<file path="config.mk">
export PLATFORM = sky130hd
export DESIGN_NAME = hwswap_port
export DESIGN_NICKNAME = d
export VERILOG_FILES = /design/src/rtl/hwswap_pkg.sv /design/src/rtl/hwswap_ctrl.sv /design/src/rtl/hwswap_dp.sv /design/src/rtl/hwswap_port.sv
export SDC_FILE = /design/constraint.sdc
export NUM_CORES = 1
export LEC_CHECK = 0
export ABC_AREA = 1
export ABC_CLOCK_PERIOD_IN_PS = 1700
export CAP_MARGIN = 25
export CORE_MARGIN = 3
export CORE_UTILIZATION = 30
export DETAILED_ROUTE_END_ITERATION = 10
export DONT_BUFFER_PORTS = 1
export GPL_ROUTABILITY_DRIVEN = 0
export MAX_ROUTING_LAYER = met4
export PLACE_DENSITY = 0.55
export SYNTH_ARGS = -nofsm -noshare
export SYNTH_HDL_FRONTEND = slang
export SYNTH_SLANG_ARGS = --single-unit
</file>
<file path="constraint.sdc">
create_clock -name clk -period 1.7 [get_ports clk]
set_clock_uncertainty 0.05 [all_clocks]
set_input_delay 0.17 -clock clk [delete_from_list [all_inputs] [get_ports clk]]
set_output_delay 0.17 -clock clk [all_outputs]
set_load 0.03 [all_outputs]
</file>
<file path="src/rtl/hwswap_pkg.sv">
package hwswap_pkg;

  typedef enum logic [1:0] {
    ST_IDLE,
    ST_RUN,
    ST_FIN
  } portState_t;

  // strobes from control to datapath
  typedef struct packed {
    logic load;   // request accepted: capture address and mode
    logic step;   // beat handshake: advance address
  } dpCtrl_t;

  function automatic logic [15:0] swapHalf(input logic [15:0] d, input logic en);
    return en ? {d[7:0], d[15:8]} : d;
  endfunction

endpackage

</file>
<file path="src/rtl/hwswap_ctrl.sv">
module hwswap_ctrl
  import hwswap_pkg::*;
#(
  parameter int LEN_W       = 16,
  parameter int CHUNK_BYTES = 64
) (
  input  logic             clk,
  input  logic             rstN,
  input  logic             reqValid,
  input  logic [LEN_W-1:0] reqLen,
  input  logic             reqWrite,
  input  logic             reqBypass,
  input  logic             wrValid,
  input  logic             memReady,
  output logic             reqReady,
  output logic             wrReady,
  output logic             rdValid,
  output logic             memValid,
  output logic             memWrite,
  output logic             memFirst,
  output logic             done,
  output dpCtrl_t          dpCtl
);

  localparam int CHUNK_BEATS = CHUNK_BYTES / 2;
  localparam int CNT_W       = (CHUNK_BEATS > 1) ? $clog2(CHUNK_BEATS) : 1;

  portState_t       state;
  logic [LEN_W-1:0] remain;
  logic [CNT_W-1:0] chunkCnt;
  logic             wrMode;
  logic             splitMode;
  logic             firstFlag;

  logic [LEN_W:0]   lenPlus;
  logic [LEN_W-1:0] beatsIn;
  logic             accept;
  logic             beat;

  assign lenPlus = {1'b0, reqLen} + {{LEN_W{1'b0}}, 1'b1};
  assign beatsIn = reqBypass ? lenPlus[LEN_W:1] : {1'b0, reqLen[LEN_W-1:1]};

  assign reqReady = (state == ST_IDLE);
  assign accept   = reqValid && reqReady;
  assign memValid = (state == ST_RUN) && (!wrMode || wrValid);
  assign beat     = memValid && memReady;
  assign wrReady  = (state == ST_RUN) && wrMode && memReady;
  assign rdValid  = beat && !wrMode;
  assign memWrite = wrMode;
  assign memFirst = firstFlag && (state == ST_RUN);
  assign done     = (state == ST_FIN);

  assign dpCtl.load = accept;
  assign dpCtl.step = beat;

  always_ff @(posedge clk or negedge rstN) begin
    if (!rstN) begin
      state     <= ST_IDLE;
      remain    <= '0;
      chunkCnt  <= '0;
      wrMode    <= 1'b0;
      splitMode <= 1'b0;
      firstFlag <= 1'b0;
    end else begin
      unique case (state)
        ST_IDLE: if (accept) begin
          wrMode    <= reqWrite;
          splitMode <= reqWrite && !reqBypass;
          remain    <= beatsIn;
          chunkCnt  <= '0;
          firstFlag <= 1'b1;
          state     <= (beatsIn == '0) ? ST_FIN : ST_RUN;
        end
        ST_RUN: if (beat) begin
          remain <= remain - 1'b1;
          if (remain == LEN_W'(1)) state <= ST_FIN;
          if (splitMode && chunkCnt == CNT_W'(CHUNK_BEATS - 1)) begin
            chunkCnt  <= '0;
            firstFlag <= 1'b1;
          end else begin
            chunkCnt  <= chunkCnt + 1'b1;
            firstFlag <= 1'b0;
          end
        end
        default: state <= ST_IDLE;
      endcase
    end
  end

endmodule

</file>
<file path="src/rtl/hwswap_dp.sv">
module hwswap_dp
  import hwswap_pkg::*;
#(
  parameter int ADDR_W = 32
) (
  input  logic              clk,
  input  logic              rstN,
  input  dpCtrl_t           dpCtl,
  input  logic [ADDR_W-1:0] reqAddr,
  input  logic [ADDR_W-1:0] baseAddr,
  input  logic              reqBypass,
  input  logic [15:0]       wrData,
  input  logic [15:0]       memRData,
  output logic [ADDR_W-1:0] memAddr,
  output logic [15:0]       memWData,
  output logic [15:0]       rdData
);

  logic [ADDR_W-1:0] addrReg;
  logic              bypassReg;
  logic [ADDR_W-1:0] alignMask;

  assign alignMask = {{(ADDR_W-1){1'b1}}, reqBypass};

  always_ff @(posedge clk or negedge rstN) begin
    if (!rstN) begin
      addrReg   <= '0;
      bypassReg <= 1'b0;
    end else if (dpCtl.load) begin
      addrReg   <= (reqAddr | baseAddr) & alignMask;
      bypassReg <= reqBypass;
    end else if (dpCtl.step) begin
      addrReg <= addrReg + ADDR_W'(2);
    end
  end

  assign memAddr  = addrReg;
  assign memWData = swapHalf(wrData, !bypassReg);
  assign rdData   = swapHalf(memRData, !bypassReg);

endmodule

</file>
<file path="src/rtl/hwswap_port.sv">
module hwswap_port
  import hwswap_pkg::*;
#(
  parameter int ADDR_W      = 32,
  parameter int LEN_W       = 16,
  parameter int CHUNK_BYTES = 64
) (
  input  logic              clk,
  input  logic              rstN,
  input  logic [ADDR_W-1:0] baseAddr,
  input  logic              reqValid,
  output logic              reqReady,
  input  logic [ADDR_W-1:0] reqAddr,
  input  logic [LEN_W-1:0]  reqLen,
  input  logic              reqWrite,
  input  logic              reqBypass,
  input  logic              wrValid,
  output logic              wrReady,
  input  logic [15:0]       wrData,
  output logic              rdValid,
  output logic [15:0]       rdData,
  output logic              memValid,
  input  logic              memReady,
  output logic              memWrite,
  output logic              memFirst,
  output logic [ADDR_W-1:0] memAddr,
  output logic [15:0]       memWData,
  input  logic [15:0]       memRData,
  output logic              done
);

  dpCtrl_t dpCtl;

  hwswap_ctrl #(.LEN_W(LEN_W), .CHUNK_BYTES(CHUNK_BYTES)) u_ctrl (
    .clk(clk), .rstN(rstN), .reqValid(reqValid), .reqLen(reqLen),
    .reqWrite(reqWrite), .reqBypass(reqBypass), .wrValid(wrValid),
    .memReady(memReady), .reqReady(reqReady), .wrReady(wrReady),
    .rdValid(rdValid), .memValid(memValid), .memWrite(memWrite),
    .memFirst(memFirst), .done(done), .dpCtl(dpCtl)
  );

  hwswap_dp #(.ADDR_W(ADDR_W)) u_dp (
    .clk(clk), .rstN(rstN), .dpCtl(dpCtl), .reqAddr(reqAddr),
    .baseAddr(baseAddr), .reqBypass(reqBypass), .wrData(wrData),
    .memRData(memRData), .memAddr(memAddr), .memWData(memWData),
    .rdData(rdData)
  );

endmodule

</file>
==> results.yml <==
floorplanning:
  ioPinCount: 190
  die_h_microns: 134
  dieArea_sq_mm: 0.0181
  fp.dieW_microns: 134
  core-area_sq_mm: 0.0160
  start_util_pct: 30.9
  placementRows: 46
layout:
  multi_input_area_sq_mm: 0.00309
  fillers: 1666
  nets: 1012
  n_antenna_cell: 0
  syn_to_final_growth_pct: 39.1
  final-seq-area_sq_mm: 0.00148
  drive_gt1_share_pct: 26.3
  finish.utilization_pct: 43.0
yosys:
  synth_seq_cells: 59
  synthesis.area_sq_mm: 0.00494
  synth_fp_nets: 878
  ys.flop_type: "dfrtp_1"
  async_flop_share_pct: 100
  ys_types: 47
  synth_edf_count: 0
  avgSynthCellArea_sq_um: 6.57
  syn_inst: 753
  yosysSeqAreaShare_pct: 29.9
  yosysWarnings: 0
critical_path:
  r2r_slack_ns: 0.05
  arrival_ns: 1.86
  r2r_start: "u_ctrl.remain[0]"
  cp_max_fo: 3
  required_ns: 1.90
  crit_path_start_kind: "flip-flop"
  crit_start: "u_ctrl.remain[0]"
  end_kind: "flip-flop"
  timing.rr.end: "u_ctrl.remain[12]"
  worstRegToRegCells: 11
  timing_worst_setup_path_type: "flip-flop to flip-flop"
grt:
  gr-usage-all-layers_pct: 17.6
  grt_pass1_wl_microns: 25100
  grt_pass1_vias: 4931
  antenna_found_initial: 0
  grt_max_degree: 60
  grt.overflow.total: 0
clocking:
  cts_buffers: 9
  clock_sinks: 59
  cts_buffer_depth: 2
  clk-insertion-delay-late_ns: 0.33
  cts_tree: "built"
  root_buffer: "clkbuf_16"
  clk_pin_slew_worst_paths_ns: 0.06
  htree_levels: 3
placed_design:
  pre_cts_ws_ns: -0.121
  dp_hpwl_microns: 12200
  portBuffers: 0
drt:
  drc_errors: 0
  drt-met1-wl_microns: 7310
  drt-pass1-iter-count: 4
  routedWlPerCell_microns: 14.7
  routed.top_layer: "met4"
  routed_via_density: 4.84
  drtIter0Drc: 316
  vias: 5358
  ant_nets: 0
  met2_length_microns: 7740
  wl_met3_microns: 976
  wl_microns: 16300
hold_path:
  hp-start: "baseAddr[4]"
  holdPathEnd: "u_dp.memAddr[4]"
  worstHoldPathCells: 2
  holdCritPathClass: "input port to flip-flop"
power_and_ir_drop:
  powerDensity_mw_per_mm2: 2020
  peakVddDrop_uv: 670
  p_leak_nw: 3.28
timing:
  hold_ws_ns: 0.00458
  slew_headroom_pct: 77.8
  fin_crit_ns: 1.65
  setup_tns_ns: 0
  max_freq_mhz: 605
  setup_violations: 0
  tightest_slew_ns: 0.330
  rsz0062_at_grt: "true"
  fin_ws_ns: 0.0465
  slew_violations: 0
  fin_crit_sh_pct: 97.3
  hold_viol_final: 0
flow_run:
  maxCapViolCount: 0
run_status:
  status: "finished, final reports clean"
## flip-flops by register name, summed over array words and instances, names as in the netlist
| signal | count |
|---|---|
| u_ctrl.state | 2 |
| u_ctrl.firstFlag | 1 |
| u_ctrl.memWrite | 1 |
| u_ctrl.remain | 16 |
| u_dp.bypassReg | 1 |
| u_ctrl.chunkCnt | 5 |
| u_dp.memAddr | 32 |
| u_ctrl.splitMode | 1 |
## power breakdown
group | internal (W) | switching [W] | leakage [nW] | total [W]
clock | 0.00147 | 0.000685 | 0.173 | 0.00216
sequential | 0.00208 | 0.000627 | 0.672 | 0.00271
combinational | 0.00346 | 0.00557 | 2.43 | 0.00902
total | 0.00701 | 0.00688 | 3.28 | 0.0139
## routing by layer
layer | up-vias | track usage, %
met4 | 0 | 5.88
met2 | 139 | 27.9
met5 | - | -
met3 | 29 | 4.50
met1 | 2439 | 22.1
li1 | 2751 | -
## timing repair
action                                  CTS  global route
gates resized for setup                  11            61
gates cloned                              0             1
pin swaps                                 3            20
endpoints found under the setup margin   41            63
setup buffers                             3            11
endpoints found under the hold margin    70             0
hold buffers                             19             0
## synth_stat cells (2+ instances only)
master | n | area [sq um]
nand3_1 | 43 | 215
a21oi_1 | 26 | 130
o211ai_1 | 3 | 22.5
nor2_1 | 79 | 297
a31oi_1 | 9 | 56.3
nor3_2 | 2 | 20.0
clkbuf_1 | 7 | 26.3
o31ai_1 | 5 | 37.5
inv_1 | 98 | 368
xnor2_1 | 5 | 43.8
ha_1 | 6 | 75.1
inv_2 | 3 | 11.3
nor2_4 | 4 | 45.0
nor2_2 | 8 | 50.1
nand4_1 | 14 | 87.6
dfrtp_1 | 59 | 1480
nand2_1 | 200 | 751
nor2_8 | 3 | 60.1
a211oi_1 | 5 | 37.5
o21ai_2 | 2 | 17.5
nand3b_1 | 7 | 52.6
inv_4 | 2 | 12.5
xor2_1 | 10 | 87.6
o21ai_0 | 75 | 375
buf_2 | 9 | 45.0
o21ai_1 | 9 | 45.0
o32ai_1 | 4 | 35.0
a22oi_1 | 5 | 37.5
o22ai_1 | 3 | 18.8
nand2_8 | 2 | 40.0
buf_6 | 8 | 90.1
nand2_4 | 2 | 22.5
o21bai_1 | 2 | 15.0
buf_4 | 2 | 15.0
nor3_1 | 20 | 100
## kinds of logic (layout without fill, tap and decap cells)
logic type	Yosys count	count (layout)	synth area share (%)
adders and majority gates	6	6	1.52
DFF	59	59	29.9
buffers and inverters	130	269	11.6
AOI/OAI and AO/OA	155	155	18.5
and+or+nand+nor	388	388	35.9
xor gates and xnor gates	15	15	2.66
## cells in the final DEF, fill, tap and decap left out, types with 4 or more instances in the layout
master	n
xnor2_1	5
dlygate4sd3_1	18
dfrtp_1	53
nor2_2	19
nor3_1	11
o31ai_1	4
xor2_1	10
o21ai_0	66
inv_2	9
inv_1	91
clkbuf_16	10
buf_12	4
a211oi_1	5
a31oi_1	9
o21ai_1	17
nand2_1	195
nand3_1	41
nand4_1	14
nor3_2	11
nor2_1	64
a21oi_1	26
nand3b_1	7
nor2_4	8
a22oi_1	4
buf_4	120
dfrtp_2	6
nand2_2	5
buf_6	6
## area by class of cell
type,count,share of cell area (%)
clock inverter,6,1.64
sequential,59,21.6
clock buffer,10,3.47
multi-input combinational,564,45.0
inverter,103,5.77
tap,216,3.93
timing repair buffer,150,18.6
## per-stage QoR
stage / power (W) / area, sq um / std cells
final: 0.0139 / 6880 / 1108
after global routing: 0.0150 / 6880 / 1108
after CTS: 0.0133 / 6590 / 1096
after detailed placement: 0.0110 / 5970 / 1058
after global placement: 0.0109 / 5970 / 1058
after floorplan: 0.00809 / 4970 / 753
## worst max-delay path: stages, from the launching register on
cell and delay, ns:
dfrtp_1 0.38, inv_2 0.08, ha_4 0.13, inv_2 0.04
nor2_4 0.11, nand2_2 0.08, nor2_4 0.16, nand3_2 0.09
nor2_2 0.13, xor2_1 0.15, nand2_1 0.08, a22oi_2 0.11
## how the worst max path moves through the flow
stage | endpoint | depth (start not counted)
after floorplan | u_dp.memAddr[27] | 10
after global placement | u_ctrl.chunkCnt[3] | 10
after detailed placement | u_ctrl.chunkCnt[3] | 10
after CTS | rdData[10] | 4
after global routing | u_dp.memAddr[31] | 10
final | u_ctrl.remain[12] | 11
Note: power is estimated with default switching activity, not from simulation.
